### src/rtl/fsg_pkg.sv
package fsg_pkg;
  // Strobes from the decision logic to the register datapath
  typedef struct packed {
    logic setLatch;
    logic clrLatch;
    logic setBusy;
    logic clrBusy;
    logic loadStatus;
  } fsg_strobe_t;

  localparam int STATUS_W = 8;
  localparam int LVL_W    = 2;
endpackage

### src/rtl/fsg_regs.sv
module fsg_regs
  import fsg_pkg::*;
#(
  parameter logic [LVL_W-1:0] RESET_LVL  = '0,
  parameter logic             RESET_LOCK = 1'b0
) (
  input  logic                clk,
  input  logic                rstN,
  input  fsg_strobe_t         strb,
  input  logic [STATUS_W-1:0] wrsrData,
  output logic                busy,
  output logic                wrLatch,
  output logic [LVL_W-1:0]    protLvl,
  output logic                regLock,
  output logic [STATUS_W-1:0] statusByte
);
  logic unusedDataBits;
  assign unusedDataBits = ^{wrsrData[6:4], wrsrData[1:0]};

  always_ff @(posedge clk or negedge rstN) begin
    if (!rstN) begin
      busy    <= 1'b0;
      wrLatch <= 1'b0;
      protLvl <= RESET_LVL;
      regLock <= RESET_LOCK;
    end else begin
      if (strb.setBusy)    busy <= 1'b1;
      else if (strb.clrBusy) busy <= 1'b0;
      if (strb.setLatch)   wrLatch <= 1'b1;
      else if (strb.clrLatch) wrLatch <= 1'b0;
      if (strb.loadStatus) begin
        protLvl <= wrsrData[3:2];
        regLock <= wrsrData[7];
      end
    end
  end

  assign statusByte = {regLock, 3'b000, protLvl, wrLatch, busy};

  AST_BUSY_HOLDS: assert property (@(posedge clk) disable iff (!rstN)
    (busy && !strb.clrBusy) |=> busy) else $error("busy dropped early");

  AST_DONE_CLEARS: assert property (@(posedge clk) disable iff (!rstN)
    (busy && strb.clrBusy) |=> (!busy && !wrLatch)) else $error("done did not clear");

  AST_BUSY_FREEZE: assert property (@(posedge clk) disable iff (!rstN)
    (busy && !strb.clrBusy) |=> ($stable(protLvl) && $stable(regLock))) else $error("status moved while busy");
endmodule

### src/rtl/fsg_ctrl.sv
module fsg_ctrl
  import fsg_pkg::*;
#(
  parameter int ADDR_W = 16
) (
  input  logic              clk,
  input  logic              rstN,
  input  logic              cmdWrEnable,
  input  logic              cmdWrDisable,
  input  logic              cmdStatusWr,
  input  logic              cmdProgram,
  input  logic              cmdSectorErase,
  input  logic              cmdChipErase,
  input  logic [ADDR_W-1:0] cmdAddr,
  input  logic              wpN,
  input  logic              clkCountOk,
  input  logic              cycleDone,
  input  logic              busy,
  input  logic              wrLatch,
  input  logic [LVL_W-1:0]  protLvl,
  input  logic              regLock,
  output fsg_strobe_t       strb,
  output logic              cmdAccept,
  output logic              cmdReject,
  output logic              startCycle
);
  logic [1:0] addrTop;
  logic       inFence;
  logic       isModify;
  logic       anyCmd;
  logic       modifyOk;
  logic       accept;
  logic       unusedAddr;

  assign addrTop    = cmdAddr[ADDR_W-1 -: 2];
  assign unusedAddr = ^cmdAddr[ADDR_W-3:0];
  assign isModify   = cmdStatusWr | cmdProgram | cmdSectorErase | cmdChipErase;
  assign anyCmd     = isModify | cmdWrEnable | cmdWrDisable;

  always_comb begin
    unique case (protLvl)
      2'd0:    inFence = 1'b0;
      2'd1:    inFence = (addrTop == 2'b11);
      2'd2:    inFence = addrTop[1];
      default: inFence = 1'b1;
    endcase
  end

  always_comb begin
    modifyOk = 1'b0;
    if (cmdStatusWr)                     modifyOk = !(regLock && !wpN);
    else if (cmdProgram || cmdSectorErase) modifyOk = !inFence;
    else if (cmdChipErase)               modifyOk = (protLvl == '0);
  end

  always_comb begin
    if (busy)                             accept = 1'b0;
    else if (cmdWrEnable || cmdWrDisable) accept = 1'b1;
    else if (isModify)                    accept = wrLatch && clkCountOk && modifyOk;
    else                                  accept = 1'b0;
  end

  always_comb begin
    strb.setLatch   = accept && cmdWrEnable;
    strb.clrLatch   = (accept && cmdWrDisable) || (busy && cycleDone);
    strb.setBusy    = accept && isModify;
    strb.clrBusy    = busy && cycleDone;
    strb.loadStatus = accept && cmdStatusWr;
  end

  always_ff @(posedge clk or negedge rstN) begin
    if (!rstN) begin
      cmdAccept  <= 1'b0;
      cmdReject  <= 1'b0;
      startCycle <= 1'b0;
    end else begin
      cmdAccept  <= anyCmd && accept;
      cmdReject  <= anyCmd && !accept;
      startCycle <= accept && isModify;
    end
  end

  AST_ONE_CMD: assert property (@(posedge clk) disable iff (!rstN)
    $onehot0({cmdWrEnable, cmdWrDisable, cmdStatusWr, cmdProgram, cmdSectorErase, cmdChipErase}))
    else $error("several command strobes");

  AST_ONE_ANSWER: assert property (@(posedge clk) disable iff (!rstN)
    anyCmd |=> (cmdAccept ^ cmdReject)) else $error("no single answer");

  AST_NO_LATCH_NO_START: assert property (@(posedge clk) disable iff (!rstN)
    (isModify && !wrLatch) |=> !startCycle) else $error("start without latch");

  AST_LOCKED_STATUS: assert property (@(posedge clk) disable iff (!rstN)
    (cmdStatusWr && regLock && !wpN) |=> !cmdAccept) else $error("locked status written");

  AST_START_BUSY: assert property (@(posedge clk) disable iff (!rstN)
    startCycle |-> busy) else $error("start while idle");
endmodule

### src/rtl/flash_status_guard.sv
module flash_status_guard
  import fsg_pkg::*;
#(
  parameter int               ADDR_W     = 16,
  parameter logic [1:0]       RESET_LVL  = 2'b00,
  parameter logic             RESET_LOCK = 1'b0
) (
  input  logic              clk,
  input  logic              rstN,
  input  logic              cmdWrEnable,
  input  logic              cmdWrDisable,
  input  logic              cmdStatusWr,
  input  logic              cmdProgram,
  input  logic              cmdSectorErase,
  input  logic              cmdChipErase,
  input  logic [ADDR_W-1:0] cmdAddr,
  input  logic [7:0]        wrsrData,
  input  logic              wpN,
  input  logic              clkCountOk,
  input  logic              cycleDone,
  output logic [7:0]        statusByte,
  output logic              cmdAccept,
  output logic              cmdReject,
  output logic              startCycle
);
  fsg_strobe_t      strb;
  logic             busy;
  logic             wrLatch;
  logic [LVL_W-1:0] protLvl;
  logic             regLock;

  fsg_ctrl #(.ADDR_W(ADDR_W)) u_ctrl (
    .clk(clk), .rstN(rstN),
    .cmdWrEnable(cmdWrEnable), .cmdWrDisable(cmdWrDisable),
    .cmdStatusWr(cmdStatusWr), .cmdProgram(cmdProgram),
    .cmdSectorErase(cmdSectorErase), .cmdChipErase(cmdChipErase),
    .cmdAddr(cmdAddr), .wpN(wpN), .clkCountOk(clkCountOk), .cycleDone(cycleDone),
    .busy(busy), .wrLatch(wrLatch), .protLvl(protLvl), .regLock(regLock),
    .strb(strb), .cmdAccept(cmdAccept), .cmdReject(cmdReject), .startCycle(startCycle)
  );

  fsg_regs #(.RESET_LVL(RESET_LVL), .RESET_LOCK(RESET_LOCK)) u_regs (
    .clk(clk), .rstN(rstN), .strb(strb), .wrsrData(wrsrData),
    .busy(busy), .wrLatch(wrLatch), .protLvl(protLvl), .regLock(regLock),
    .statusByte(statusByte)
  );
endmodule

### config.mk
export PLATFORM = sky130hd
export DESIGN_NAME = flash_status_guard
export DESIGN_NICKNAME = d
export VERILOG_FILES = /design/src/rtl/fsg_pkg.sv /design/src/rtl/fsg_regs.sv /design/src/rtl/fsg_ctrl.sv /design/src/rtl/flash_status_guard.sv
export SDC_FILE = /design/constraint.sdc
export NUM_CORES = 1
export LEC_CHECK = 0
export CAP_MARGIN = 30
export CORE_MARGIN = 4
export CORE_UTILIZATION = 25
export DETAILED_ROUTE_END_ITERATION = 8
export PLACE_DENSITY_LB_ADDON = 0.15
export REMOVE_ABC_BUFFERS = 1
export SYNTH_ARGS = -nofsm -noshare
export SYNTH_HDL_FRONTEND = slang
export SYNTH_SLANG_ARGS = --single-unit
### constraint.sdc
create_clock -name clk -period 2.33 [get_ports clk]
set_input_delay 0.466 -clock clk [delete_from_list [all_inputs] [get_ports clk]]
set_output_delay 0.466 -clock clk [all_outputs]
set_load 0.01 [all_outputs]
==> results.toml, run 1 <==
[outcome]
run_status = "finished clean"

[routing]
firstDrtPassIters = 4
drt_iter0_markers = 3
wirelength_um = 819
drt-wirelength-per-cell_um = 10.6
drtAntennaViolNets = 0
post-route-drc-count = 0
num_vias = 343
via_per_inst = 4.45

[place]
gp_congestion = 0.635
dp.cells = 74
io_buffer_count = 23
dpl.hpwl_um = 697
dp_slack_ns = 0.238

[clock_tree]
clk_latency_ns = 0.24
clock_path_buffers = 2
clkSinkCount = 8
cts_tree = "yes"
cts_hold_buf = 0
cts_repair_resize_count = 0
numCtsBuffers = 3
postCtsSetupBuffers = 0
path_clk_slew_ns = 0.05
htreeDepth = 1
cts-root-buf = "clkbuf_4"

[worst_setup_path]
reg2reg_depth = 4
cp_cell_sequence = "clkdlybuf4s50_1 > nand3b_1 > a311oi_1 > or3b_4 > mux2_2"
startpoint_type = "input port"
cp.arrival_ns = 1.96
worstSetupPathType = "input port to flip-flop"
crit-reg2reg-launch = "u_regs.regLock"
cp_slowest_cell = "clkdlybuf4s50_1"
crit_path_max_incr_delay_ns = 0.52
crit_start = "cmdStatusWr"
reg2reg_slack_ns = 0.89
end_kind = "flip-flop"
worstPathRequired_ns = 2.46
crit_fanout = 4
worstReg2RegEnd = "u_regs.protLvl[1]"

[worst_hold_path]
hold_path.class = "input port to async pin"

[die]
coreArea_sq_um = 1520
die_x_um = 48.4
die-area_sq_um = 2340
start_util = 0.268
ios = 46
rows = 14
die_y_um = 48.4

[finish]
diodes = 0
drive_above_1_share = 0.148
area_delta_synth_final_pct = 59.5
layoutNonFillerInstCount = 77
nNetsFinal = 98

[synth]
yosysMostFrequentCell = "dfrtp_1"
yosys.area.top_type = "dfrtp_1"
syn-instance-count = 38
syn_avg_cell_area_sq_um = 10.7
ys_ff_latch = 8
synth_edf_count = 0
postSynth.asyncResetShare = 1.00
synth_top_cell_area_share = 0.491
ys_seq_area_frac = 0.491
synth_area_leaders = "dfrtp_1 49%, buf_4 11%, mux2_2 8.3%"
ys_types = 17
synth_common_cells = "8 x dfrtp_1, 6 x buf_4, 3 x a21oi_1, 3 x inv_1, 3 x mux2_2"
syn_area_sq_um = 408
yosysWarnings = 0
synthFlopType = "dfrtp_1"

[sta]
finalSetupViolCount = 0
drv_slew = 0
hold_violations = 0
setup_slack_ns = 0.501
fin_crit_ns = 1.83
fin_crit_sh = 0.785
rsz0062_at_grt = "false"
max_freq_ghz = 0.547
clock-skew-final_ns = 0.00192
finalSetupTns_ns = 0

[job]
drv_cap = 0

[pwr]
combPwrFrac = 0.457
p_sw_mw = 0.203
pwr_density_cell_nw_per_um2 = 1020
swShare = 0.306
irDropWorstVdd_mv = 0.482
pwr-share-seq = 0.391
p_total_mw = 0.666
p_leak_nw = 0.267
power_frac_clock = 0.152
intPower_mw = 0.462

[global_routing]
antenna_found_initial = 0
grt_pass1_vias = 337
grt_pass1_wl_um = 1320
grt_usage = 0.0701
grt-ovfl-total = 0
grt_max_degree = 9
metal layers:
layer / vias to the layer above / GRT usage / routed length (um)
li1: 174 / - / -
met1: 148 / 0.0859 / 358
met2: 21 / 0.102 / 341
met3: 0 / 0.0368 / 118
met4: 0 / 0.0276 / 0
met5: - / 0 / 0
layout by cell type (no fill, tap or decap), drive strengths merged:
cell type / synthesis / routed
a21oi: 3 / 3
a22o: 1 / 1
a311oi: 2 / 2
and2: 1 / 1
buf: 6 / 1
clkbuf: 0 / 3
clkdlybuf4s50: 0 / 23
conb: 1 / 3
dfrtp: 8 / 8
inv: 3 / 3
mux2: 3 / 3
nand3: 2 / 2
nand3b: 1 / 1
nor2: 2 / 2
nor4: 1 / 1
o211ai: 1 / 1
o21ai: 2 / 2
or3b: 1 / 1
metrics by stage:
step / area [sq um] / hold slack [ns] / util
2_1_floorplan: 370 / 0.170 / -
4_1_cts: 651 / 0.509 / 0.427
6_report: 651 / 0.510 / 0.427
3_5_place_dp: 628 / 0.528 / 0.412
3_3_place_gp: 628 / 0.535 / 0.412
5_1_grt: 651 / 0.524 / 0.427
registers in the layout, indices dropped and copies added, names as in the netlist:
signal	cells
u_ctrl.startCycle	1
u_ctrl.cmdReject	1
u_regs.wrLatch	1
u_ctrl.cmdAccept	1
u_regs.protLvl	2
u_regs.busy	1
u_regs.regLock	1
worst max path at each step:
stage | to | slack, ns | depth (start not counted)
after CTS | u_regs.protLvl[1] | 0.50 | 5
after detailed placement | u_regs.protLvl[1] | 0.24 | 5
final | u_regs.protLvl[1] | 0.50 | 5
after floorplan | u_regs.protLvl[0] | 0.74 | 4
after global placement | u_regs.regLock | 0.23 | 5
after global routing | u_regs.protLvl[0] | 0.43 | 5
cells by family (layout without fill, tap and decap cells):
logic type / Yosys count / in the layout / share of synthesized area
simple gates: 8 / 8 / 0.120
compound gates: 9 / 9 / 0.160
buf+inv: 9 / 30 / 0.138
mux: 3 / 3 / 0.0828
other cells: 1 / 3 / 0.00919
flops: 8 / 8 / 0.491
power groups by stage:
stage / Clock, mW / Combinational [mW] / Sequential (mW)
2_1_floorplan: 0 / 0.0948 / 0.290
3_3_place_gp: 0 / 0.309 / 0.264
3_5_place_dp: 0 / 0.309 / 0.264
4_1_cts: 0.106 / 0.310 / 0.263
5_1_grt: 0.117 / 0.325 / 0.273
6_report: 0.101 / 0.304 / 0.260
final cells by class:
type | count | area [sq um]
multi-input cells | 23 | 159
flip-flops and latches | 8 | 200
inverters | 3 | 11.3
clock buffers | 3 | 22.5
well taps | 16 | 20.0
fillers | 161 | 873
repair buffers | 24 | 238
critical path: cells and delay by family:
family	cells	cell delay (ns)
buffers and inverters	1	0.52
AOI/OAI and AO/OA	1	0.34
muxes	1	0.33
and+or+nand+nor	2	0.30
Power figures use the tool's default switching activity.
==> inputs of run 2 (changes only) <==
==> constraint.sdc (replaced) <==
create_clock -name clk -period 1.8 [get_ports clk]
set_input_delay 0.36 -clock clk [delete_from_list [all_inputs] [get_ports clk]]
set_output_delay 0.36 -clock clk [all_outputs]
set_load 0.01 [all_outputs]
==> results.toml, run 2 (synthesized netlist as in run 1, its figures left out) <==
[outcome]
run_status = "finished clean"

[clock_tree]
clkSinkCount = 8
htreeDepth = 1
clock_path_buffers = 2
clk_latency_ns = 0.24
cts-root-buf = "clkbuf_4"
path_clk_slew_ns = 0.05
cts_hold_buf = 0
cts_tree = "yes"
numCtsBuffers = 3
postCtsSetupBuffers = 0
cts_repair_resize_count = 0

[die]
rows = 14
start_util = 0.268
die_x_um = 48.4
die_y_um = 48.4
coreArea_sq_um = 1520
die-area_sq_um = 2340
ios = 46

[worst_setup_path]
reg2reg_depth = 4
end_kind = "flip-flop"
startpoint_type = "input port"
cp.arrival_ns = 1.79
crit_fanout = 3
worstSetupPathType = "input port to flip-flop"
worstPathRequired_ns = 1.93

[finish]
area_delta_synth_final_pct = 63.2
final_area_sq_um = 666
final_common_cell = "clkdlybuf4s50_1"
nNetsFinal = 100
largest_register = "u_regs.protLvl"
drive_above_1_share = 0.175
diodes = 0
final_cell_mix = "23 x clkdlybuf4s50_1, 8 x dfrtp_1"
largest_reg_flops = 2

[global_routing]
grt_usage = 0.0790
antenna_found_initial = 0
grt-ovfl-total = 0
grt_pass1_vias = 365
grt_max_degree = 9
grt_pass1_wl_um = 1420

[sta]
fin_crit_sh = 0.927
drv_slew = 0
finalSetupViolCount = 0
fin_crit_ns = 1.67
rsz0062_at_grt = "false"
clock-skew-final_ns = 0.00396
max_freq_ghz = 0.599
whs_ns = 0.396
hold_violations = 0

[place]
io_buffer_count = 23
gp_congestion = 0.677
dpl-instance-area_sq_um = 643
dpl.hpwl_um = 711

[pwr]
pwr_density_cell_nw_per_um2 = 1300
irDropWorstVdd_mv = 0.573
p_total_mw = 0.865
p_leak_nw = 0.277

[routing]
drtAntennaViolNets = 0
firstDrtPassIters = 2
post-route-drc-count = 0
drt-wirelength-per-cell_um = 10.6
wirelength_um = 837
via_per_inst = 4.51
drt_iter0_markers = 4
num_vias = 356

[worst_hold_path]
hold_path.class = "input port to async pin"

[job]
drv_cap = 0
## run 2: worst paths after layout
path | from | endpoint | slack [ns]
setup reg to reg | u_regs.regLock | u_regs.protLvl[1] | 0.34
setup / recovery | cmdStatusWr | u_regs.protLvl[1] | 0.13
hold reg to reg | u_regs.regLock | u_regs.regLock | 0.55
hold / removal | rstN | u_ctrl.cmdAccept | 0.40
min in group clk | u_regs.regLock | u_regs.regLock | 0.55
max in group asynchronous | rstN | u_ctrl.startCycle | 1.13
## run 2: where the power goes
| group | switching, mW | internal (mW) | total [mW] |
|---|---|---|---|
| sequential | 0.0704 | 0.267 | 0.338 |
| clock | 0.0538 | 0.0758 | 0.130 |
| combinational | 0.140 | 0.258 | 0.398 |
## run 2: per-layer routing
layer	wire length, um	vias up	GRT usage
met4	9	0	0.0691
met1	393	153	0.0954
met3	105	2	0.0368
li1	-	180	-
met2	329	21	0.102
met5	0	-	0
## run 2: critical path, cell delays in order
cell and delay, ns:
clkdlybuf4s50_1 0.47, nand3b_1 0.08, a311oi_1 0.34, or3b_4 0.22, mux2_2 0.33
## run 2: cell type report
type                       instances  area (sq um)
fill                             160           858
timing repair buffer              26           253
sequential                         8           200
multi-input combinational         23           159
clock buffer                       3          22.5
tap                               16          20.0
inverter                           3          11.3
## run 2: stage by stage
step / setup slack (ns) / utilization / std cells / setup TNS (ns)
global route: 0.0505 / 0.437 / 79 / 0
CTS: 0.126 / 0.437 / 79 / 0
detailed placement: -0.140 / 0.422 / 76 / -0.430
finish: 0.132 / 0.437 / 79 / 0
global placement: -0.139 / 0.422 / 76 / -0.443
floorplan: 0.313 / - / 34 / 0
==> inputs of run 3 (changes only) <==
--- a/config.mk
+++ b/config.mk
@@ -9,7 +9,7 @@
 export CORE_MARGIN = 4
 export CORE_UTILIZATION = 25
 export DETAILED_ROUTE_END_ITERATION = 8
-export PLACE_DENSITY_LB_ADDON = 0.15
+export PLACE_DENSITY = 0.82
 export REMOVE_ABC_BUFFERS = 1
 export SYNTH_ARGS = -nofsm -noshare
 export SYNTH_HDL_FRONTEND = slang
==> results.toml, run 3 (synthesized netlist as in run 1, its figures left out) <==
[die]
start_util = 0.268
die_x_um = 48.4
die-area_sq_um = 2340
coreArea_sq_um = 1520
ios = 46
rows = 14
die_y_um = 48.4

[routing]
num_vias = 360
drt-wirelength-per-cell_um = 12.4
drt_iter0_markers = 2
drtAntennaViolNets = 0
wirelength_um = 976
firstDrtPassIters = 2
post-route-drc-count = 0
via_per_inst = 4.56

[finish]
drive_above_1_share = 0.175
utilization = 0.437
area_delta_synth_final_pct = 63.2
nNetsFinal = 100
final_common_cell = "clkdlybuf4s50_1"
largest_register = "u_regs.protLvl"
diodes = 0
final_area_sq_um = 666
largest_reg_flops = 2
final_cell_mix = "23 x clkdlybuf4s50_1, 8 x dfrtp_1"

[global_routing]
grt_pass1_vias = 388
grt-ovfl-total = 0
grt_usage = 0.0913
grt_pass1_wl_um = 1630
grt_max_degree = 9
antenna_found_initial = 0

[pwr]
pwr_density_cell_nw_per_um2 = 1320
power_frac_clock = 0.154
pwr-share-seq = 0.388
p_sw_mw = 0.276
intPower_mw = 0.602
p_leak_nw = 0.277
irDropWorstVdd_mv = 0.640
swShare = 0.315
combPwrFrac = 0.459

[worst_setup_path]
startpoint_type = "input port"
cp_cell_sequence = "clkdlybuf4s50_1 > nand3b_1 > a311oi_1 > or3b_4 > mux2_2"
cp_slowest_cell = "clkdlybuf4s50_1"
crit_fanout = 3
worstSetupPathType = "input port to flip-flop"
end_kind = "flip-flop"
cp.arrival_ns = 1.79
crit_path_max_incr_delay_ns = 0.47
worstPathRequired_ns = 1.94

[clock_tree]
clock_path_buffers = 2
numCtsBuffers = 3
cts_hold_buf = 0
cts-root-buf = "clkbuf_4"
path_clk_slew_ns = 0.05
postCtsSetupBuffers = 0
cts_repair_resize_count = 0
htreeDepth = 1
cts_tree = "yes"
clkSinkCount = 8
clk_latency_ns = 0.25

[job]
drv_cap = 0

[place]
dpl-instance-area_sq_um = 643
io_buffer_count = 23
gp_congestion = 0.666

[sta]
finalSetupViolCount = 0
hold_violations = 0
drv_slew = 0
rsz0062_at_grt = "false"
max_freq_ghz = 0.607
fin_crit_sh = 0.916
finalSetupTns_ns = 0
fin_crit_ns = 1.65
clock-skew-final_ns = 0.000359

[worst_hold_path]
hold_path.class = "input port to async pin"

[outcome]
run_status = "finished clean"
## run 3: cell counts in the layout (fill, tap and decap cells not counted)
No cell type changed its count.
## run 3: stage by stage
stage	std cells	setup WS, ns	hold WS (ns)	power, mW
4_1_cts	79	0.144	0.399	0.895
5_1_grt	79	0.0977	0.423	0.942
6_report	79	0.151	0.396	0.878
3_5_place_dp	76	-0.127	0.531	0.752
2_1_floorplan	34	0.313	0.0644	0.497
3_3_place_gp	76	-0.140	0.515	0.736
## run 3: routing by layer
layer  GRT usage  routed length [um]  up-vias  part of all wire
met1      0.0845                 342      164              0.35
li1            -                   -      177                 -
met5           0                   0        -                 0
met2       0.152                 513       19              0.53
met4      0.0276                   0        0                 0
met3      0.0706                 120        0              0.12
## run 3: path summary, 6_finish.rpt
kind / start / to / slack [ns] / cells after the start
setup / recovery: cmdStatusWr / u_regs.regLock / 0.15 / 5
hold / removal: rstN / u_regs.busy / 0.40 / 1
setup reg to reg: u_regs.regLock / u_regs.regLock / 0.37 / 4
hold reg to reg: u_regs.regLock / u_regs.regLock / 0.54 / 1
max in group asynchronous: rstN / u_regs.regLock / 1.13 / 1
min in group clk: u_regs.regLock / u_regs.regLock / 0.54 / 1
## run 3: power by group through the flow
stage / clock network, mW / registers [mW] / logic, mW
after floorplan: 0 / 0.375 / 0.123
after global placement: 0 / 0.338 / 0.398
after detailed placement: 0 / 0.343 / 0.409
after CTS: 0.144 / 0.341 / 0.410
after global routing: 0.150 / 0.356 / 0.436
final: 0.135 / 0.340 / 0.403
## run 3: final cells by class
cell class / count / area (sq um)
Clock buffer: 3 / 22.5
Tap cell: 16 / 20.0
Fill cell: 157 / 858
Multi-Input combinational cell: 23 / 159
Sequential cell: 8 / 200
Timing Repair Buffer: 26 / 253
Inverter: 3 / 11.3
## run 3: worst max-delay path: cells and delay by family
kind,cells,cell delay [ns]
buffers and inverters,1,0.47
AO/OA/AOI/OAI,1,0.34
multiplexers,1,0.32
AND/OR/NAND/NOR,2,0.28
